**src/rtl/bst_pkg.sv**
```systemverilog
package bst_pkg;

  typedef enum logic [2:0] {
    OP_NOP = 3'd0,
    OP_ACT = 3'd1,
    OP_RD  = 3'd2,
    OP_WR  = 3'd3,
    OP_PRE = 3'd4,
    OP_REF = 3'd5,
    OP_SRE = 3'd6,
    OP_SRX = 3'd7
  } bst_op_e;

  // longest burst in clocks (BL8 -> 4)
  localparam int unsigned BURST_CLK_MAX = 4;
  localparam int unsigned TMR_W         = $clog2(BURST_CLK_MAX + 1);

  function automatic logic [TMR_W-1:0] burst_clocks(input logic [1:0] code);
    case (code)
      2'd0:    return TMR_W'(1);
      2'd1:    return TMR_W'(2);
      default: return TMR_W'(BURST_CLK_MAX);
    endcase
  endfunction

endpackage

```
**src/rtl/bst_bank_slot.sv**
```systemverilog
module bst_bank_slot
  import bst_pkg::*;
(
  input  logic             clk,
  input  logic             rst_n,
  input  logic             open_req,
  input  logic             close_req,
  input  logic             ap_req,
  input  logic [TMR_W-1:0] ap_len,
  output logic             is_open,
  output logic             ap_pend
);

  logic             open_q, open_d;
  logic             pend_q, pend_d;
  logic [TMR_W-1:0] tmr_q, tmr_d;
  logic             en;

  assign en = open_req | close_req | ap_req | pend_q;

  always_comb begin
    open_d = open_q;
    pend_d = pend_q;
    tmr_d  = tmr_q;
    if (pend_q) begin
      tmr_d = tmr_q - TMR_W'(1);
      if (tmr_q == TMR_W'(1)) begin
        open_d = 1'b0;
        pend_d = 1'b0;
      end
    end
    if (open_req)  open_d = 1'b1;
    if (close_req) open_d = 1'b0;
    if (ap_req) begin
      pend_d = 1'b1;
      tmr_d  = ap_len;
    end
  end

  always_ff @(posedge clk or negedge rst_n) begin
    if (!rst_n) begin
      open_q <= 1'b0;
      pend_q <= 1'b0;
      tmr_q  <= '0;
    end else if (en) begin
      open_q <= open_d;
      pend_q <= pend_d;
      tmr_q  <= tmr_d;
    end
  end

  assign is_open = open_q;
  assign ap_pend = pend_q;

  // a pending self-timed precharge always belongs to an open bank
  p_pend_open_r4: assert property (@(posedge clk) disable iff (!rst_n)
    pend_q |-> open_q);

  // the last countdown cycle closes the bank
  p_ap_closes_r4: assert property (@(posedge clk) disable iff (!rst_n)
    (pend_q && tmr_q == TMR_W'(1) && !open_req) |=> !open_q);

  // the command checker only arms auto-precharge on an open bank
  p_ap_on_open_r3: assert property (@(posedge clk) disable iff (!rst_n)
    ap_req |-> open_q);

  // the command checker only requests opening an idle bank
  p_open_idle_r2: assert property (@(posedge clk) disable iff (!rst_n)
    open_req |-> !open_q);

endmodule

```
**src/rtl/bst_write_window.sv**
```systemverilog
module bst_write_window
  import bst_pkg::*;
(
  input  logic             clk,
  input  logic             rst_n,
  input  logic             wr_start,
  input  logic [TMR_W-1:0] wr_len,
  output logic             busy
);

  logic [TMR_W-1:0] tmr_q, tmr_d;
  logic             en;

  assign en = wr_start | (tmr_q != '0);

  always_comb begin
    if (wr_start)          tmr_d = wr_len;
    else if (tmr_q != '0)  tmr_d = tmr_q - TMR_W'(1);
    else                   tmr_d = tmr_q;
  end

  always_ff @(posedge clk or negedge rst_n) begin
    if (!rst_n)  tmr_q <= '0;
    else if (en) tmr_q <= tmr_d;
  end

  assign busy = (tmr_q != '0);

  // without a new write the window only shrinks, one clock at a time
  p_window_drains_r6: assert property (@(posedge clk) disable iff (!rst_n)
    (busy && !wr_start) |=> (tmr_q == TMR_W'($past(tmr_q) - TMR_W'(1))));

  // a write always opens the window
  p_write_opens_r6: assert property (@(posedge clk) disable iff (!rst_n)
    wr_start |=> busy);

endmodule

```
**src/rtl/bst_sr_ctl.sv**
```systemverilog
module bst_sr_ctl (
  input  logic clk,
  input  logic rst_n,
  input  logic enter,
  input  logic leave,
  output logic in_sr
);

  logic sr_q, sr_d;
  logic en;

  assign en = enter | leave;

  always_comb begin
    sr_d = sr_q;
    if (enter) sr_d = 1'b1;
    if (leave) sr_d = 1'b0;
  end

  always_ff @(posedge clk or negedge rst_n) begin
    if (!rst_n)  sr_q <= 1'b0;
    else if (en) sr_q <= sr_d;
  end

  assign in_sr = sr_q;

  // exit is only granted from self refresh
  p_leave_in_sr_r9: assert property (@(posedge clk) disable iff (!rst_n)
    leave |-> sr_q);

  // entry is only granted outside self refresh
  p_enter_out_sr_r8: assert property (@(posedge clk) disable iff (!rst_n)
    enter |-> !sr_q);

endmodule

```
**src/rtl/bst_cmd_check.sv**
```systemverilog
module bst_cmd_check
  import bst_pkg::*;
#(
  parameter int unsigned NB = 4,
  parameter int unsigned BW = $clog2(NB)
) (
  input  logic          clk,
  input  logic          rst_n,
  input  bst_op_e       op,
  input  logic [BW-1:0] bank,
  input  logic          ap,
  input  logic [NB-1:0] bank_open,
  input  logic [NB-1:0] bank_pend,
  input  logic          in_sr,
  input  logic          wr_busy,
  output logic          accept,
  output logic          illegal,
  output logic [NB-1:0] open_req,
  output logic [NB-1:0] close_req,
  output logic [NB-1:0] ap_req,
  output logic          wr_start,
  output logic          sr_enter,
  output logic          sr_leave
);

  logic tgt_open, tgt_pend, all_idle, ok, is_cmd;

  assign tgt_open = bank_open[bank];
  assign tgt_pend = bank_pend[bank];
  assign all_idle = ~|bank_open;
  assign is_cmd   = (op != OP_NOP);

  always_comb begin
    ok = 1'b0;
    case (op)
      OP_ACT:         ok = !in_sr && !tgt_open;
      OP_RD:          ok = !in_sr && tgt_open && !tgt_pend && !wr_busy;
      OP_WR:          ok = !in_sr && tgt_open && !tgt_pend;
      OP_PRE:         ok = !in_sr && !tgt_pend;
      OP_REF, OP_SRE: ok = !in_sr && all_idle;
      OP_SRX:         ok = in_sr;
      default:        ok = 1'b0;
    endcase
  end

  assign accept  = is_cmd && ok;
  assign illegal = is_cmd && !ok;

  for (genvar b = 0; b < NB; b++) begin : g_strobe
    logic sel;
    assign sel          = (bank == BW'(b));
    assign open_req[b]  = accept && sel && (op == OP_ACT);
    assign close_req[b] = accept && sel && (op == OP_PRE);
    assign ap_req[b]    = accept && sel && ap && (op == OP_RD || op == OP_WR);
  end

  assign wr_start = accept && (op == OP_WR);
  assign sr_enter = accept && (op == OP_SRE);
  assign sr_leave = accept && (op == OP_SRX);

  // in self refresh the only command let through is the exit
  p_sr_gate_r9: assert property (@(posedge clk) disable iff (!rst_n)
    (in_sr && accept) |-> (op == OP_SRX));

  // no read, write or precharge accepted on a bank with a pending precharge
  p_pend_block_r5: assert property (@(posedge clk) disable iff (!rst_n)
    (accept && tgt_pend) |-> !(op == OP_RD || op == OP_WR || op == OP_PRE));

endmodule

```
**src/rtl/bank_cmd_tracker.sv**
```systemverilog
module bank_cmd_tracker
  import bst_pkg::*;
#(
  parameter int unsigned NUM_BANKS = 4,
  localparam int unsigned BANK_W   = $clog2(NUM_BANKS)
) (
  input  logic                 clk,
  input  logic                 rst_n,
  input  logic [2:0]           cmd_op,
  input  logic [BANK_W-1:0]    cmd_bank,
  input  logic                 cmd_ap,
  input  logic [1:0]           burst_code,
  output logic                 cmd_accept,
  output logic                 cmd_illegal,
  output logic [NUM_BANKS-1:0] bank_open,
  output logic [NUM_BANKS-1:0] ap_pending,
  output logic                 self_refresh,
  output logic                 write_burst
);

  // reset: asserted asynchronously, released on the clock
  logic rst_meta, rst_q;
  always_ff @(posedge clk or negedge rst_n) begin
    if (!rst_n) begin
      rst_meta <= 1'b0;
      rst_q    <= 1'b0;
    end else begin
      rst_meta <= 1'b1;
      rst_q    <= rst_meta;
    end
  end

  bst_op_e              op;
  logic [TMR_W-1:0]     blen;
  logic [NUM_BANKS-1:0] open_req, close_req, ap_req;
  logic                 wr_start, sr_enter, sr_leave;

  assign op   = bst_op_e'(cmd_op);
  assign blen = burst_clocks(burst_code);

  bst_cmd_check #(.NB(NUM_BANKS), .BW(BANK_W)) i_check (
    .clk       (clk),
    .rst_n     (rst_q),
    .op        (op),
    .bank      (cmd_bank),
    .ap        (cmd_ap),
    .bank_open (bank_open),
    .bank_pend (ap_pending),
    .in_sr     (self_refresh),
    .wr_busy   (write_burst),
    .accept    (cmd_accept),
    .illegal   (cmd_illegal),
    .open_req  (open_req),
    .close_req (close_req),
    .ap_req    (ap_req),
    .wr_start  (wr_start),
    .sr_enter  (sr_enter),
    .sr_leave  (sr_leave)
  );

  for (genvar b = 0; b < NUM_BANKS; b++) begin : g_bank
    bst_bank_slot i_slot (
      .clk       (clk),
      .rst_n     (rst_q),
      .open_req  (open_req[b]),
      .close_req (close_req[b]),
      .ap_req    (ap_req[b]),
      .ap_len    (blen),
      .is_open   (bank_open[b]),
      .ap_pend   (ap_pending[b])
    );
  end

  bst_write_window i_wwin (
    .clk      (clk),
    .rst_n    (rst_q),
    .wr_start (wr_start),
    .wr_len   (blen),
    .busy     (write_burst)
  );

  bst_sr_ctl i_sr (
    .clk   (clk),
    .rst_n (rst_q),
    .enter (sr_enter),
    .leave (sr_leave),
    .in_sr (self_refresh)
  );

  // self refresh never coexists with an open bank
  p_sr_all_idle_r8: assert property (@(posedge clk) disable iff (!rst_q)
    self_refresh |-> (bank_open == '0));

  // an accepted activate opens its bank on the next edge
  p_act_opens_r2: assert property (@(posedge clk) disable iff (!rst_q)
    (cmd_accept && op == OP_ACT) |=> bank_open[$past(cmd_bank)]);

  // no read accepted inside a write burst
  p_read_gate_r6: assert property (@(posedge clk) disable iff (!rst_q)
    (cmd_accept && op == OP_RD) |-> !write_burst);

  // a refused command leaves the self-refresh state alone
  p_illegal_holds_r10: assert property (@(posedge clk) disable iff (!rst_q)
    cmd_illegal |=> $stable(self_refresh));

  // the two verdicts never coincide
  p_verdict_excl_r11: assert property (@(posedge clk) disable iff (!rst_q)
    $onehot0({cmd_accept, cmd_illegal}));

endmodule

```
**config.mk**
```make
export PLATFORM = sky130hd
export DESIGN_NAME = bank_cmd_tracker
export DESIGN_NICKNAME = d
export VERILOG_FILES = /design/src/rtl/bst_pkg.sv /design/src/rtl/bst_bank_slot.sv /design/src/rtl/bst_write_window.sv /design/src/rtl/bst_sr_ctl.sv /design/src/rtl/bst_cmd_check.sv /design/src/rtl/bank_cmd_tracker.sv
export SDC_FILE = /design/constraint.sdc
export NUM_CORES = 1
export LEC_CHECK = 0
export ABC_AREA = 0
export BUFFER_PORTS_ARGS = -buffer_cell sky130_fd_sc_hd__buf_2
export CORE_MARGIN = 2
export CORE_UTILIZATION = 55
export CTS_BUF_LIST = sky130_fd_sc_hd__clkbuf_2 sky130_fd_sc_hd__clkbuf_4 sky130_fd_sc_hd__clkbuf_8
export DETAILED_ROUTE_END_ITERATION = 7
export HOLD_SLACK_MARGIN = 0.03
export PLACE_DENSITY = 0.85
export SETUP_SLACK_MARGIN = 0.3
export SYNTH_ARGS = -nofsm -noshare
export SYNTH_HDL_FRONTEND = slang
export SYNTH_SLANG_ARGS = --single-unit
```
**constraint.sdc**
```tcl
create_clock -name clk -period 2.1 [get_ports clk]
set_input_delay 0.105 -clock clk [delete_from_list [all_inputs] [get_ports clk]]
set_output_delay 0.105 -clock clk [all_outputs]
set_load 0.005 [all_outputs]
```
==> summary.md, run 1 <==
| Metric | Value |
|---|---|
| H-Tree Depth | 1 |
| DP HPWL | 3.30 mm |
| CTS buffer count | 3 |
| Outcome | finished, violations left |
| Final Skew | 0.00200 ns |
| EDFF count, synth | 0 |
| Highest Clock Rate | 431 MHz |
| Finished Cell Area | 2360 sq um |
| Max_cap viols | 0 |
| Global-route wire length before repair | 7.82 mm |
| Die W | 60.9 um |
| Post-DP Area | 2040 sq um |
| Avg WL per Cell | 20.2 um |
| Worst Setup SP | g_bank[3].i_slot.ap_pend$_DFFE_PN0P_ |
| Hold WC Path Type | primary input to asynchronous set/reset pin |
| Largest net degree at the start of global routing | 25 |
| Routed via count | 1631 |
| Final core occ | 0.767 |
| Pre-Repair DR Iteration Count | 4 |
| Yosys cell types | 46 |
| RSZ-0062 raised after global routing | yes |
| Routed WL | 5.49 mm |
| Commonest cells after routing, fill and taps aside | 30 x buf_4, 26 x dfrtp_1, 21 x buf_2 |
| Vias in the first global route | 1608 |
| Seq/Total Area, Yosys | 0.365 |
| Slew Limit Fails | 0 |
| Final WS setup | -0.221 ns |
| Antenna viol nets, final | 0 |
| Core area | 3080 sq um |
| Layout cells sized above 1 | 0.392 |
| Dominant synthesized flop cell | dfrtp_1 |
| Reg-to-reg slack, setup | -0.22 ns |
| DRC Markers | 0 |
| Antenna Cells | 0 |
| Worst skew pair latency | 0.34 ns |
| CTS Root Cell | clkbuf_4 |
| Total power | 2.23 mW |
| CTS tree | built |
| Commonest non-fill, non-tap cell in the layout | buf_4 |
| Initial Utilization | 0.578 |
| IO buf count | 21 |
| Asr flop ratio synth | 1.00 |
| Setup_tns | -2.04 ns |
| Antenna violations before repair | 0 |
| Final net count | 248 |
| Worst slack at placement | -0.118 ns |
| Vias per cell | 6.02 |
| Worst setup EP type | flop |
| Gpl congestion | 0.938 |
| Synth-to-Final Area Change | 32.7% |
| Iter 0 DRT Violations | 142 |
| Cell Pwr Density | 943 nW/um^2 |
| Hold Vio Cnt, Final | 0 |
| Total grt overflow | 0 |
| Number of synthesized register bits | 26 |
| Post-Synthesis Cells | 180 |
| Leak | 1.09 nW |
| Post-Syn Nets | 200 |
| CTS clk-pin slew, worst paths | 0.16 ns |
| Minimum clock period | 2.32 ns |
| Die Span Y | 60.9 um |
| CTS Buffer Depth | 2 |
| Die area | 3710 sq um |
| Fin crit share | 1.11 |
| Relative slew slack | 0.584 |
| Syn Area/Cell | 9.89 sq um |
| Worst vdd ir | 0.000552 V |
| Final setup vio count | 17 |
| Sinks on Clock Net | 26 |
| Total GRT Usage | 0.294 |
| Failing checks | negative setup slack |
| Synth Cell Area | 1780 sq um |
| CP Capture Point | g_bank[0].i_slot.tmr_q[0]$_DFFE_PN0P_ |
| Critical path startpoint category | flop |
| Reg2reg end | g_bank[0].i_slot.tmr_q[0]$_DFFE_PN0P_ |
| Io pins | 22 |
| Slew @ Worst Pin | 0.617 ns |
| YS warnings | 0 |
| Crit path required time | 2.37 ns |
| Arr. time, crit path | 2.59 ns |
| Crit path max fanout | 3 |
| Worst reg2reg path startpoint | g_bank[3].i_slot.ap_pend$_DFFE_PN0P_ |
| Crit Path Category | flop to flop |
| R2r worst-path depth | 7 |
| FP Rows | 20 |
-- flip-flops by register name, summed over array words and instances, names as in the netlist --
signal                 flops
rst_meta                   1
i_wwin.tmr_q               3
rst_q                      1
i_sr.in_sr                 1
g_bank.i_slot.tmr_q       12
g_bank.i_slot.is_open      4
g_bank.i_slot.ap_pend      4
-- critical path, stage by stage, from the launching register on --
cell	delay [ns]
dfrtp_1	0.47
mux4_2	0.56
a31oi_4	0.21
a211oi_4	0.11
buf_6	0.15
nor4b_4	0.36
buf_4	0.18
mux2i_1	0.21
-- report_power, final --
part	internal, mW	switching [mW]
clock network	0.193	0.172
logic	0.545	0.538
registers	0.658	0.121
-- through the flow --
| stage | hold WS [ns] | instances |
|---|---|---|
| 2_1_floorplan | -0.191 | 180 |
| 3_3_place_gp | -0.110 | 254 |
| 3_5_place_dp | -0.108 | 254 |
| 4_1_cts | 0.0431 | 264 |
| 5_1_grt | 0.0390 | 271 |
| 6_report | 0.0452 | 271 |
-- per-layer routing --
| layer | wire [um] | global-route usage | part of all wire |
|---|---|---|---|
| met4 | 207 | 0.127 | 0.038 |
| met2 | 2790 | 0.521 | 0.51 |
| met3 | 363 | 0.0405 | 0.066 |
| met1 | 2130 | 0.356 | 0.39 |
| met5 | 0 | 0 | 0 |
-- cells by family after synthesis --
| kind of cell | synth area share |
|---|---|
| XOR/XNOR | 0.0492 |
| multiplexers | 0.104 |
| other | 0.00211 |
| adder cells (fa/ha/maj) | 0.0703 |
| AND/OR/NAND/NOR | 0.175 |
| buffers and inverters | 0.0864 |
| flip-flops | 0.365 |
| AO/OA/AOI/OAI | 0.148 |
-- Yosys cell counts (2+ instances only) --
cell	instances	area [sq um]
mux2i_1	8	80.1
a32oi_1	2	17.5
nor2_1	11	41.3
or4_1	2	15.0
buf_4	8	60.1
a21oi_1	5	25.0
clkbuf_1	2	7.51
xnor2_1	9	78.8
inv_1	16	60.1
nor4_2	2	25.0
mux2_2	4	45.0
a21o_1	4	30.0
o31ai_1	3	22.5
nor3_1	2	10.0
or3b_1	2	17.5
o211ai_1	7	52.6
mux4_2	2	45.0
nand3b_1	4	30.0
nand3_1	4	20.0
ha_1	10	125
dfrtp_1	26	651
o21ai_0	4	20.0
nand2_1	11	41.3
nand2b_1	8	50.1
buf_2	3	15.0
-- repair_timing --
action,in CTS,in global routing
gates resized for setup,20,10
hold buffers,1,0
setup buffers,5,7
setup endpoints to repair,23,25
cloned,0,0
hold endpoints to repair,2,0
pin swaps,8,5
-- cell type report --
type / instances / area, sq um
fillers: 181 / 716
multi-input cells: 124 / 1150
flip-flops and latches: 26 / 651
well taps: 44 / 55.1
clock inverters: 1 / 30.0
clock buffers: 3 / 22.5
repair buffers: 57 / 397
inverters: 16 / 60.1
-- how the worst min path moves through the flow --
| stage | startpoint | endpoint | slack (ns) | cells past startpoint |
|---|---|---|---|---|
| finish | rst_n | rst_meta$_DFF_PN0_ | 0.05 | 2 |
| global route | rst_n | rst_q$_DFF_PN0_ | 0.04 | 2 |
| detailed placement | rst_n | rst_q$_DFF_PN0_ | -0.11 | 1 |
| floorplan | rst_n | rst_meta$_DFF_PN0_ | -0.19 | 0 |
| global placement | rst_n | rst_q$_DFF_PN0_ | -0.11 | 1 |
| CTS | cmd_op[1] | i_sr.in_sr$_DFFE_PN0P_ | 0.04 | 2 |
No activity file was read; power rests on OpenSTA's default activity.
==> run 2, diff against run 1 <==
--- a/config.mk
+++ b/config.mk
@@ -11,6 +11,7 @@
 export CORE_UTILIZATION = 55
 export CTS_BUF_LIST = sky130_fd_sc_hd__clkbuf_2 sky130_fd_sc_hd__clkbuf_4 sky130_fd_sc_hd__clkbuf_8
 export DETAILED_ROUTE_END_ITERATION = 7
+export GPL_TIMING_DRIVEN = 0
 export HOLD_SLACK_MARGIN = 0.03
 export PLACE_DENSITY = 0.85
 export SETUP_SLACK_MARGIN = 0.3
==> run 2 against run 1 <==
The run still ends with negative setup slack left. Die area stayed put. Sequential share of layout area is 1.9 points higher. Largest cell class unchanged. Sequential power increased by 0.8%.
==> summary.md, run 2 (synthesis results as in run 1) <==
| Metric | Value |
|---|---|
| Commonest cells after routing, fill and taps aside | 21 x buf_2, 20 x dfrtp_1, 18 x buf_4 |
| Avg WL per Cell | 16.6 um |
| Max_cap viols | 0 |
| Placed cells | 243 |
| Slew @ Worst Pin | 0.974 ns |
| Total GRT Usage | 0.270 |
| Final net count | 237 |
| Relative slew slack | 0.351 |
| Failing checks | negative setup slack |
| Cell Pwr Density | 873 nW/um^2 |
| Total power | 1.95 mW |
| Die Span Y | 60.9 um |
| CTS Root Cell | clkbuf_4 |
| Io pins | 22 |
| Layout cells sized above 1 | 0.384 |
| Initial Utilization | 0.578 |
| Routed via count | 1518 |
| Synth-to-Final Area Change | 25.4% |
| Final WS setup | -0.245 ns |
| Slowest-stage cell, CP | mux4_2 |
| Commonest non-fill, non-tap cell in the layout | buf_2 |
| Die W | 60.9 um |
| Global-route wire length before repair | 7.24 mm |
| Biggest register | g_bank.i_slot.tmr_q |
| Largest net degree at the start of global routing | 25 |
| Arr. time, crit path | 2.59 ns |
| Comb power frac | 0.464 |
| Leak | 1.01 nW |
| Largest register FFs | 12 |
| Core area | 3080 sq um |
| DRC Markers | 0 |
| Buf/Inv on CP | 2 |
| Final core occ | 0.726 |
| DP HPWL | 2.79 mm |
| CTS tree | built |
| Switching Share | 0.368 |
| H-Tree Depth | 1 |
| Pre-Repair DR Iteration Count | 4 |
| Routing usage on met1 | 0.328 |
| Worst setup EP type | flop |
| Worst vdd ir | 0.000545 V |
| CP max stage delay | 0.51 ns |
| Antenna violations before repair | 0 |
| Gpl congestion | 0.860 |
| Antenna Cells | 0 |
| Hold Vio Cnt, Final | 0 |
| Met2 usage | 0.469 |
| Crit path required time | 2.34 ns |
| Highest Clock Rate | 426 MHz |
| Final setup vio count | 19 |
| Final Skew | 0.0152 ns |
| Crit path max fanout | 4 |
| RSZ-0062 raised after global routing | yes |
| Clk pwr share | 0.133 |
| Die area | 3710 sq um |
| IO buf count | 19 |
| Final std cells w/o fill | 260 |
| GRT met3 Usage | 0.0362 |
| Worst skew pair latency | 0.34 ns |
| Sequential share of power | 0.403 |
| Crit Path Category | flop to flop |
| Setup_tns | -2.40 ns |
| Crit-path leading delay family | multiplexers |
| Total grt overflow | 0 |
| Sw power | 0.717 mW |
| Worst path cell trace | clkbuf_8 -> mux4_2 -> a31oi_4 -> a211oi_4 -> or4_4 -> buf_6 -> mux2_4 |
| Antenna viol nets, final | 0 |
| Minimum clock period | 2.34 ns |
| Routed WL | 4.31 mm |
| FP Rows | 20 |
| CTS clk-pin slew, worst paths | 0.15 ns |
| Sinks on Clock Net | 26 |
| Int Power | 1.23 mW |
| Hold WC Path Type | primary input to flop |
| Vias in the first global route | 1547 |
| Fillers | 223 |
| Outcome | finished, violations left |
| Slew Limit Fails | 0 |
| Critical path startpoint category | flop |
| CTS Buffer Depth | 2 |
| Iter 0 DRT Violations | 141 |
| Vias per cell | 5.84 |
| CTS buffer count | 3 |
| Fin crit share | 1.12 |
| Busiest grt layer | met2 |
## run 2: repair_timing
action / 4_1_cts / 5_1_grt
hold endpoints to repair: 2 / 0
resized for setup: 21 / 7
setup endpoints to repair: 25 / 26
cloned: 0 / 0
pin swaps: 3 / 0
hold buffers: 1 / 0
setup buffers: 11 / 1
## run 2: worst paths after layout
kind	from	to	slack [ns]	cells past startpoint
worst max-delay path	g_bank[1].i_slot.ap_pend$_DFFE_PN0P_	g_bank[3].i_slot.tmr_q[2]$_DFFE_PN0P_	-0.24	7
worst min-delay path	cmd_op[0]	i_sr.in_sr$_DFFE_PN0P_	0.05	2
worst max register to register	g_bank[1].i_slot.ap_pend$_DFFE_PN0P_	g_bank[3].i_slot.tmr_q[2]$_DFFE_PN0P_	-0.24	7
worst min register to register	rst_meta$_DFF_PN0_	rst_q$_DFF_PN0_	0.37	0
max in group asynchronous	rst_q$_DFF_PN0_	g_bank[3].i_slot.is_open$_DFFE_PN0P_	1.04	0
min in group asynchronous	rst_n	rst_q$_DFF_PN0_	0.07	2
## run 2: power by group through the flow
| stage | clock network [mW] | logic (mW) | registers (mW) |
|---|---|---|---|
| 3_3_place_gp | 0 | 0.720 | 0.775 |
| 4_1_cts | 0.259 | 0.866 | 0.783 |
| 6_report | 0.259 | 0.905 | 0.785 |
| 2_1_floorplan | 0 | 0.611 | 0.761 |
| 3_5_place_dp | 0 | 0.772 | 0.792 |
| 5_1_grt | 0.279 | 1.02 | 0.807 |
## run 2: worst reg2reg max path: cells and delay by family, from the launching register on
family                 cells  cell delay, ns
multiplexers               2            0.79
AND/OR/NAND/NOR            1            0.44
flip-flops                 1            0.41
AO/OA/AOI/OAI              2            0.34
buffers and inverters      2            0.28
## run 2: final cells by class
cell class | count | area [sq um] | share of cell area
Buffer | 14 | 110 | 0.0493
Clock buffer | 4 | 36.3 | 0.0162
Inverter | 16 | 60.1 | 0.0269
Multi-Input combinational cell | 124 | 1110 | 0.497
Sequential cell | 26 | 658 | 0.295
Tap cell | 44 | 55.1 | 0.0246
Timing Repair Buffer | 32 | 203 | 0.0908
## run 2: metal layers
layer / wire length [um] / vias to the layer above
met2: 2190 / 69
met4: 129 / 0
met1: 1730 / 732
met5: 0 / -
met3: 260 / 15
li1: - / 702
## run 2: per-stage QoR
| step | setup slack, ns | cell area, sq um | hold slack, ns |
|---|---|---|---|
| finish | -0.245 | 2230 | 0.0516 |
| global route | -0.292 | 2230 | 0.0615 |
| CTS | -0.243 | 2200 | 0.0481 |
| detailed placement | -0.331 | 1970 | -0.107 |
| global placement | -0.276 | 1970 | -0.110 |
| floorplan | -0.159 | 1820 | -0.191 |
==> run 3, diff against run 2 <==
--- a/config.mk
+++ b/config.mk
@@ -15,6 +15,7 @@
 export HOLD_SLACK_MARGIN = 0.03
 export PLACE_DENSITY = 0.85
 export SETUP_SLACK_MARGIN = 0.3
+export SKIP_CTS_REPAIR_TIMING = 1
 export SYNTH_ARGS = -nofsm -noshare
 export SYNTH_HDL_FRONTEND = slang
 export SYNTH_SLANG_ARGS = --single-unit
==> run 3 against run 2 <==
The flow still finishes with violations (negative setup slack). Total power is 0.24% higher. Worst hold slack better by 0.0092 ns. Sequential power hardly changed. Sequential share of layout area is 0.14 points higher. Highest routed layer unchanged. Via count stayed put. Combinational power is 0.4% higher. Largest cell class unchanged. Routed wire length is 2.6% lower.
==> summary.md, run 3 (synthesis results as in run 1) <==
| Metric | Value |
|---|---|
| Total power | 1.95 mW |
| Final Skew | 0.00196 ns |
| CP max stage delay | 0.51 ns |
| Worst slack at placement | -0.331 ns |
| Die area | 3710 sq um |
| Routed via count | 1518 |
| Relative slew slack | 0.322 |
| DRC Markers | 0 |
| Crit Path Category | flop to flop |
| Final WS setup | -0.308 ns |
| Worst setup EP type | flop |
| Fin crit share | 1.15 |
| Sinks on Clock Net | 26 |
| Worst path cell trace | buf_8 -> mux4_2 -> a31oi_4 -> a211oi_4 -> buf_4 -> nor4b_4 -> mux2_4 |
| Max_cap viols | 0 |
| Vias per cell | 5.86 |
| Critical path startpoint category | flop |
| Routing usage on met1 | 0.308 |
| Core area | 3080 sq um |
| Die W | 60.9 um |
| Antenna viol nets, final | 0 |
| Antenna Cells | 0 |
| Minimum clock period | 2.41 ns |
| Leak | 1.01 nW |
| Crit path max fanout | 7 |
| Setup_tns | -2.59 ns |
| Arr. time, crit path | 2.64 ns |
| Iter 0 DRT Violations | 105 |
| Busiest grt layer | met2 |
| Highest Clock Rate | 415 MHz |
| Global-route wire length before repair | 6.38 mm |
| IO buf count | 19 |
| DP HPWL | 2.79 mm |
| Cell Pwr Density | 881 nW/um^2 |
| Biggest register | g_bank.i_slot.tmr_q |
| CTS clk-pin slew, worst paths | 0.14 ns |
| Slew @ Worst Pin | 1.02 ns |
| Final net count | 236 |
| Commonest cells after routing, fill and taps aside | 21 x buf_2, 21 x dfrtp_1, 19 x buf_4 |
| Die Span Y | 60.9 um |
| Hold WC Path Type | primary input to asynchronous set/reset pin |
| Outcome | finished, violations left |
| Worst vdd ir | 0.000510 V |
| Antenna violations before repair | 0 |
| GRT met3 Usage | 0.0192 |
| Failing checks | negative setup slack |
| Io pins | 22 |
| Initial Utilization | 0.578 |
| Total GRT Usage | 0.232 |
| Crit path required time | 2.33 ns |
| Largest register FFs | 12 |
| Final setup vio count | 17 |
| Avg WL per Cell | 16.2 um |
| FP Rows | 20 |
| Worst skew pair latency | 0.33 ns |
| Slowest-stage cell, CP | mux4_2 |
| Total grt overflow | 0 |
| Largest net degree at the start of global routing | 25 |
| Gpl congestion | 0.860 |
| CTS Buffer Depth | 2 |
| Slew Limit Fails | 0 |
| Pre-Repair DR Iteration Count | 4 |
| Hold Vio Cnt, Final | 0 |
| CTS Root Cell | clkbuf_4 |
| Final core occ | 0.721 |
| RSZ-0062 raised after global routing | yes |
| Layout cells sized above 1 | 0.381 |
| H-Tree Depth | 1 |
| CTS buffer count | 3 |
| Met2 usage | 0.393 |
| Vias in the first global route | 1397 |
| Synth-to-Final Area Change | 24.6% |
| CTS tree | built |
| Routed WL | 4.20 mm |
## run 3: cell type report
cell class / count / area [sq um]
Multi-Input combinational cell: 124 / 1110
Fill cell: 224 / 860
Sequential cell: 26 / 657
Timing Repair Buffer: 31 / 188
Buffer: 14 / 111
Inverter: 16 / 60.1
Tap cell: 44 / 55.1
Clock buffer: 4 / 36.3
## run 3: final timing paths
path,startpoint,endpoint,slack (ns),depth (start not counted)
min,rst_n,rst_q$_DFF_PN0_,0.06,2
min in group clk,cmd_op[0],i_sr.in_sr$_DFFE_PN0P_,0.07,2
min reg2reg,rst_meta$_DFF_PN0_,rst_q$_DFF_PN0_,0.38,0
max,g_bank[1].i_slot.ap_pend$_DFFE_PN0P_,g_bank[0].i_slot.tmr_q[2]$_DFFE_PN0P_,-0.31,7
max reg2reg,g_bank[1].i_slot.ap_pend$_DFFE_PN0P_,g_bank[0].i_slot.tmr_q[2]$_DFFE_PN0P_,-0.31,7
max in group asynchronous,rst_q$_DFF_PN0_,g_bank[0].i_slot.is_open$_DFFE_PN0P_,0.99,0
## run 3: stage by stage
stage	instances	hold WS [ns]	area (sq um)
2_1_floorplan	180	-0.191	1820
4_1_cts	247	-0.465	2000
3_5_place_dp	243	-0.107	1970
5_1_grt	259	0.0647	2220
6_report	259	0.0608	2220
3_3_place_gp	243	-0.110	1970
## run 3: report_power, final
group          internal [mW]  total, mW  switching [mW]
clock network          0.106      0.259           0.152
registers              0.660      0.787           0.127
logic                  0.467      0.909           0.442
total                   1.23       1.95           0.721
## run 3: worst max-delay path: cells and delay by family (launching register included)
kind                   cells  cell delay (ns)
multiplexers               2             0.85
flip-flops                 1             0.43
AO/OA/AOI/OAI              2             0.37
AND/OR/NAND/NOR            1             0.35
buffers and inverters      2             0.32
## run 3: per-layer routing
layer	up-vias	routed length (um)	part of all wire
met2	58	2100	0.50
met4	0	116	0.028
met1	742	1790	0.43
li1	702	-	-
met5	-	0	0
met3	16	191	0.046
